$ cat config.mk
export PLATFORM = sky130hd
export DESIGN_NAME = fault_supervisor
export DESIGN_NICKNAME = d
export VERILOG_FILES = /design/src/rtl/fault_sup_pkg.sv /design/src/rtl/sup_window_timer.sv /design/src/rtl/sup_control.sv /design/src/rtl/fault_supervisor.sv
export SDC_FILE = /design/constraint.sdc
export NUM_CORES = 1
export LEC_CHECK = 0
export ABC_AREA = 1
export CORE_MARGIN = 1
export CORE_UTILIZATION = 37
export CTS_BUF_LIST = sky130_fd_sc_hd__clkbuf_16
export CTS_CLUSTER_SIZE = 14
export DETAILED_ROUTE_END_ITERATION = 8
export PLACE_DENSITY = 0.69
export SYNTH_ARGS = -nofsm -noshare
export SYNTH_HDL_FRONTEND = slang
export SYNTH_SLANG_ARGS = --single-unit
$ cat constraint.sdc
create_clock -name clk -period 1.43 [get_ports clk]
set_clock_uncertainty 0.15 [all_clocks]
set_input_delay 0.429 -clock clk [delete_from_list [all_inputs] [get_ports clk]]
set_output_delay 0.429 -clock clk [all_outputs]
set_load 0.05 [all_outputs]
$ cat src/rtl/fault_sup_pkg.sv
package fault_sup_pkg;
  typedef enum logic [1:0] {
    ST_IDLE    = 2'd0,
    ST_ARMED   = 2'd1,
    ST_TRIPPED = 2'd2
  } supState_t;

  // Strobes from the control to the window timer datapath
  typedef struct packed {
    logic load;
    logic advance;
    logic clear;
  } timerCmd_t;
endpackage

$ cat src/rtl/sup_window_timer.sv
module sup_window_timer
  import fault_sup_pkg::*;
#(
  parameter int WIN_LO = 8,
  parameter int WIN_HI = 16
) (
  input  logic      clk,
  input  logic      rstN,
  input  timerCmd_t cmd,
  output logic      inWindow,
  output logic      windowLast
);
  localparam int CNT_W = $clog2(WIN_HI + 1);
  localparam logic [CNT_W-1:0] LO_VAL = CNT_W'(WIN_LO);
  localparam logic [CNT_W-1:0] HI_VAL = CNT_W'(WIN_HI);

  logic [CNT_W-1:0] cycleCnt;

  // cycleCnt holds n during cycle k+n, where k is the arming cycle
  always_ff @(posedge clk or negedge rstN) begin
    if (!rstN)            cycleCnt <= '0;
    else if (cmd.clear)   cycleCnt <= '0;
    else if (cmd.load)    cycleCnt <= CNT_W'(1);
    else if (cmd.advance) cycleCnt <= cycleCnt + CNT_W'(1);
  end

  assign inWindow   = (cycleCnt >= LO_VAL) && (cycleCnt <= HI_VAL);
  assign windowLast = (cycleCnt == HI_VAL);
endmodule

$ cat src/rtl/sup_control.sv
module sup_control
  import fault_sup_pkg::*;
(
  input  logic      clk,
  input  logic      rstN,
  input  logic      enable,
  input  logic      ocSample,
  input  logic      ssDone,
  input  logic      uvFlag,
  input  logic      ovFlag,
  input  logic      pgWindow,
  input  logic      inWindow,
  input  logic      windowLast,
  output timerCmd_t cmd,
  output logic      pulseEnd,
  output logic      hsOff,
  output logic      lsOn,
  output logic      faultLatched,
  output logic      pwrGood
);
  supState_t st, stNext;
  logic uvTrip, tripped, running;

  assign uvTrip = ssDone & uvFlag;   // undervoltage is masked during soft-start

  always_comb begin
    stNext = st;
    cmd    = '0;
    if (!enable) begin
      stNext    = ST_IDLE;
      cmd.clear = 1'b1;
    end else begin
      unique case (st)
        ST_IDLE: begin
          if (uvTrip) begin
            stNext    = ST_TRIPPED;
            cmd.clear = 1'b1;
          end else if (ocSample) begin
            stNext   = ST_ARMED;
            cmd.load = 1'b1;
          end
        end
        ST_ARMED: begin
          if (uvTrip || (ocSample && inWindow)) begin
            stNext    = ST_TRIPPED;
            cmd.clear = 1'b1;
          end else if (windowLast) begin
            stNext    = ST_IDLE;
            cmd.clear = 1'b1;
          end else begin
            cmd.advance = 1'b1;
          end
        end
        ST_TRIPPED: cmd.clear = 1'b1;
        default: begin
          stNext    = ST_IDLE;
          cmd.clear = 1'b1;
        end
      endcase
    end
  end

  always_ff @(posedge clk or negedge rstN) begin
    if (!rstN) st <= ST_IDLE;
    else       st <= stNext;
  end

  assign tripped      = (st == ST_TRIPPED);
  assign running      = enable & ~tripped;
  assign faultLatched = tripped;
  assign pulseEnd     = running & ocSample;
  assign hsOff        = ~running | ovFlag;
  assign lsOn         = running & ovFlag;
  assign pwrGood      = running & ssDone & pgWindow;
endmodule

$ cat src/rtl/fault_supervisor.sv
module fault_supervisor
  import fault_sup_pkg::*;
#(
  parameter int WIN_LO = 8,
  parameter int WIN_HI = 16
) (
  input  logic clk,
  input  logic rstN,
  input  logic enable,
  input  logic ocSample,
  input  logic ssDone,
  input  logic uvFlag,
  input  logic ovFlag,
  input  logic pgWindow,
  output logic pulseEnd,
  output logic hsOff,
  output logic lsOn,
  output logic faultLatched,
  output logic pwrGood
);
  timerCmd_t timerCmd;
  logic inWindow, windowLast;

  sup_window_timer #(.WIN_LO(WIN_LO), .WIN_HI(WIN_HI)) u_timer (
    .clk        (clk),
    .rstN       (rstN),
    .cmd        (timerCmd),
    .inWindow   (inWindow),
    .windowLast (windowLast)
  );

  sup_control u_ctrl (
    .clk          (clk),
    .rstN         (rstN),
    .enable       (enable),
    .ocSample     (ocSample),
    .ssDone       (ssDone),
    .uvFlag       (uvFlag),
    .ovFlag       (ovFlag),
    .pgWindow     (pgWindow),
    .inWindow     (inWindow),
    .windowLast   (windowLast),
    .cmd          (timerCmd),
    .pulseEnd     (pulseEnd),
    .hsOff        (hsOff),
    .lsOn         (lsOn),
    .faultLatched (faultLatched),
    .pwrGood      (pwrGood)
  );
endmodule

---- Yosys cells after proc, flatten, opt, wreduce, memory -nomap -nowiden ----
Index checks and enable logic that the tools add are counted.
word-level totals
  flip-flop bits (word level) ............. 7
  output and inout port bits .............. 5
operators by class
  $add $sub $neg .......................... 1
  magnitude comparators ................... 2
  equality and inequality tests ........... 6
  mux-type cells .......................... 21
  bitwise operators ....................... 9
  reduce and logical (&&, ||, !) cells .... 6
operators with widths
  operator                                               number
  two-way mux 5 bit                                      3
  two-way mux 2 bit                                      6
  two-way mux 1 bit                                      10
  bitwise AND 1 bit                                      6
  case mux 2 bit (3 select lines)                        1
  adder 5 x 1 -> 5 bit, second input constant            1
  == test 5 bit, second input constant                   1
  >= comparator 5 x 4 -> 1 bit, second input constant    1
  <= comparator 5 bit, second input constant             1
  inequality test 4 x 2 -> 1 bit, second input constant  1
  inequality test 4 x 3 -> 1 bit, second input constant  1
  AND reduction 3 bit                                    1
  nonzero test 3 bit                                     1
  == test 2 x 1 -> 1 bit, second input constant          1
  == test 2 bit, second input constant                   1
  logical AND 1 bit                                      2
  zero test 2 bit                                        1
  inequality test 2 bit, second input constant           1
  NOT 1 bit                                              2
  case mux 1 bit (2 select lines)                        1
  logical OR 1 bit                                       1
  OR 1 bit                                               1

---- Depth between registers and ports, before layout ----
Gate-level depths: netlist (run 1).
  depth in word-level cells ............... 10
  gate-level depth with buffers ........... 11

---- Hierarchy ----
A second synthesis (run 1) with hierarchy kept.
unflattened totals
  cell total of the unflattened synthesis .. 71
  area total of the unflattened synthesis .. 470.5 sq um
modules (own cells, without submodules)
  module            instances  cells each  area an instance (sq um)
  sup_window_timer  1          38          281.5
  sup_control       1          33          188.9

---- Worst setup path before layout (run 1) ----
OpenSTA, ideal clock, no wires.
  kind .................................... register -> output
  start point ............................. reg u_ctrl.st[1]
  end point ............................... out pulseEnd
  arrival time ............................ 1.429 ns
  data required time ...................... 0.851 ns
  slack ................................... -0.578 ns
  cell stages (with the launch flop) ...... 4
  buffers on the path ..................... 0
  cell sequence ........................... dfrtp_1 -> nand2_1 -> inv_1 -> nor2_1
between the ends
  longest elaborated chain between the ends .. 4
ends and longest elaborated chain
  element                 RTL line                RTL
  from (decl)             sup_control.sv:21       supState_t st, stNext;
  from (signal assigned)  sup_control.sv:65       else st <= stNext;
  == test 2 bit           sup_control.sv:68       assign tripped = (st == ST_TRIPPED);
  named net faultLatched  fault_supervisor.sv:18  output logic faultLatched,
  NOT 1 bit               sup_control.sv:69       assign running = enable & ~tripped;
  bitwise AND 1 bit       sup_control.sv:69
  bitwise AND 1 bit       sup_control.sv:71       assign pulseEnd = running & ocSample;
  to (decl)               fault_supervisor.sv:15  output logic pulseEnd,
The timed path passes the listed nets, and every way through them passes these cells.

---- Worst setup path in the final report (run 1) ----
  start point ............................. reg u_ctrl.st[1]
  end point ............................... out pwrGood
between the ends
  longest elaborated chain between the ends .. 5
ends and longest elaborated chain
  element                          RTL line                RTL
  == test 2 bit                    sup_control.sv:68
  NOT 1 bit                        sup_control.sv:69
  bitwise AND 1 bit                sup_control.sv:69
  bitwise AND 1 bit (2 in series)  sup_control.sv:74       assign pwrGood = running & ssDone & pgWindow;
  to (decl)                        fault_supervisor.sv:19  output logic pwrGood
Every way passes these cells.

==> impl_metrics.ini, run 1 <==
[global_route]
use_met1_pct = 29.97
grt_use_total_pct = 26.33
grt_use_met2_pct = 45.49
met3_usage_pct = 6.250
grt_pass1_vias = 599
grt.busiest_layer = met2
globalRoute.totalOverflow = 0
grt_max_degree = 10
grt_pass1_wl_mm = 2.622
antenna_found_initial = 0

[worst_setup_path]
crit_path_cell_trace = nand2_4, nand2_4, nor2_4, buf_12
path_buf_inv = 1
crit_type = reg -> out
ff2ff_setup_slack_ps = -100
max_stage_delay_ps = 410
critPathTopFamily = flip-flops
cp_max_fo = 3
end_kind = output port
r2r_start = u_timer.cycleCnt[1]$_DFFE_PN0P_
slowest_stage = dfrtp_1
critPathLaunchType = register
critPathRequiredTime_ps = 850
cp_common_cell = nand2_4
crit_start = u_ctrl.st[1]$_DFFE_PN0P_
arrival_ps = 1080

[cells_and_area]
antenna_cells = 0
drive_gt1_share_pct = 48.25
synthToLayoutAreaGrowth_pct = 94.27
layout_common_cells = nand2_1, nand2_2, buf_4
stdcell_count = 129
nNetsFinal = 125
final_common_cell = nand2_1

[synth]
syn_area_per_cell_um2 = 6.026
synth.top_cells.by_area = dfrtp_1, nand2_1, nor2_1
yosysTopAreaCellShare_pct = 33.41
postSynthCellCount = 87
synthesis.area_um2 = 524.3
ys_warn_count = 0
synth-seq-area-share_pct = 33.41
synth-seq-cells = 7
synth_top_cell_by_area = dfrtp_1
syn_nets = 97
synth_cell_types = 13

[routing]
via_per_inst = 5.217
drc = 0
num_vias = 673
drtIter0Drc = 26
drtAntennaViolNets = 0
drt-wirelength-per-cell_um = 14.43
wl_mm = 1.861
dr.pass1.iters = 4

[sta]
fin_crit_sh_pct = 116.2
slew_violations = 0
slew_headroom_pct = 77.80
finalCriticalPeriod_ps = 1662
finalHoldViolCount = 0
hold-worst-slack_ps = 319.2
tightest_slew_ps = 332.0
worst_slack_ps = -231.9
fmax_mhz = 601.7
setup_viol = 11
rsz0062_at_grt = yes

[floorplan]
die_y_um = 39.64
initial_utilization_pct = 39.79
ios = 13
dieArea_mm2 = 0.001571
rows = 13
coreArea_mm2 = 0.001318
die_w_um = 39.64

[clock_tree]
clk_pin_slew_ps = 40
clk_path_buf_depth = 2
htree_levels = 1
clk_latency_ps = 230
cts_tree = done
cts.sinks = 7
cts_buffers = 3
root_buffer = clkbuf_16

[worst_hold_path]
hp-class = in -> async

[run_status]
violations = setup timing
status = complete, but fails checks

[place]
portBuffers = 12
pre_cts_slack_ps = -531.3
gp_congestion = 0.8199
dp_cells = 121
dp_hpwl_um = 904.2

[pwr]
intPower_mw = 0.7098
switching_share_pct = 28.45
leakage_nw = 0.5087
comb_power_share_pct = 30.7
peakVddDrop_mv = 0.8161
power_frac_clock_pct = 46.6
p_sw_mw = 0.2822
seqPwrFrac_pct = 22.7
cellPowerDensity_mw_per_mm2 = 974.1

[run]
drv_cap = 0
[area by class of cell]
cell class | count | area (um2)
Fill cell | 78 | 299.0
Tap cell | 15 | 18.77
Timing Repair Buffer | 23 | 249.0
Inverter | 11 | 43.79
Sequential cell | 7 | 175.2
Multi-Input combinational cell | 69 | 452.9
Clock buffer | 3 | 75.07
Clock inverter | 1 | 3.754
[state kept, by name (all words and copies together) (netlist names)]
signal,count
u_ctrl.st,2
u_timer.cycleCnt,5
[routing by layer]
metal	up-vias	routed length, um
met2	30	964
met1	314	725
met3	8	121
met4	0	48
li1	321	-
met5	-	0
[path summary, 6_finish.rpt]
kind	depth (start not counted)	endpoint
worst max-delay path	4	pwrGood
worst min-delay path	1	u_timer.cycleCnt[4]$_DFFE_PN0P_
worst min register to register	2	u_timer.cycleCnt[4]$_DFFE_PN0P_
max in group asynchronous	1	u_timer.cycleCnt[2]$_DFFE_PN0P_
min in group clk	2	u_timer.cycleCnt[4]$_DFFE_PN0P_
worst max register to register	11	u_timer.cycleCnt[0]$_DFFE_PN0P_
[through the flow]
stage	utilization, %	setup TNS (ps)	cell area [um2]	power [mW]
after detailed placement	60.40	-5036	795.8	0.4580
after floorplan	-	-323.9	551.8	0.3441
final	77.30	-1403	1018	0.9921
after CTS	73.50	-1008	968.4	0.9635
after global routing	77.30	-1943	1018	1.029
after global placement	60.40	-4899	795.8	0.4568
[kinds of logic (layout without fill, tap and decap cells)]
kind of cell	Yosys count	count (layout)	share of synthesized area, %
flip-flops	7	7	33.41
AND/OR/NAND/NOR	65	66	52.03
AO/OA/AOI/OAI	1	1	0.9537
buffers and inverters	12	38	8.830
adder cells (fa/ha/maj)	2	2	4.773
[power groups by stage]
stage | clock [mW] | sequential [mW] | combinational [mW]
2_1_floorplan | 0 | 0.229 | 0.115
5_1_grt | 0.477 | 0.228 | 0.324
3_5_place_dp | 0 | 0.227 | 0.231
3_3_place_gp | 0 | 0.226 | 0.231
4_1_cts | 0.464 | 0.224 | 0.275
6_report | 0.462 | 0.225 | 0.305
[synth_stat cells]
master,instances
nand2_2,1
nand2_1,38
or2_2,1
buf_2,1
ha_1,2
nor2_1,13
clkinv_1,1
nand4_1,2
nand3_1,9
dfrtp_1,7
inv_1,10
nor2_4,1
a21oi_1,1
[repair_timing]
| item | CTS | global route |
|---|---|---|
| endpoints found under the setup margin | 11 | 12 |
| hold endpoints to repair | 0 | 0 |
| cloned | 1 | 0 |
| pin swaps | 11 | 12 |
| hold buffers | 0 | 0 |
| setup buffers | 3 | 2 |
| gates resized for setup | 30 | 16 |
Power figures use the tool's default switching activity.
==> run 2: changes to the inputs <==
- CTS_CLUSTER_SIZE: 14 -> 12
==> results of run 2 <==
Final layout, timing and power as in run 1 (identical DEF).
==> run 3: changes to the inputs <==
- CTS_CLUSTER_SIZE: 12 -> unset
==> results of run 3 <==
Final layout, timing and power as in run 1 (identical DEF).
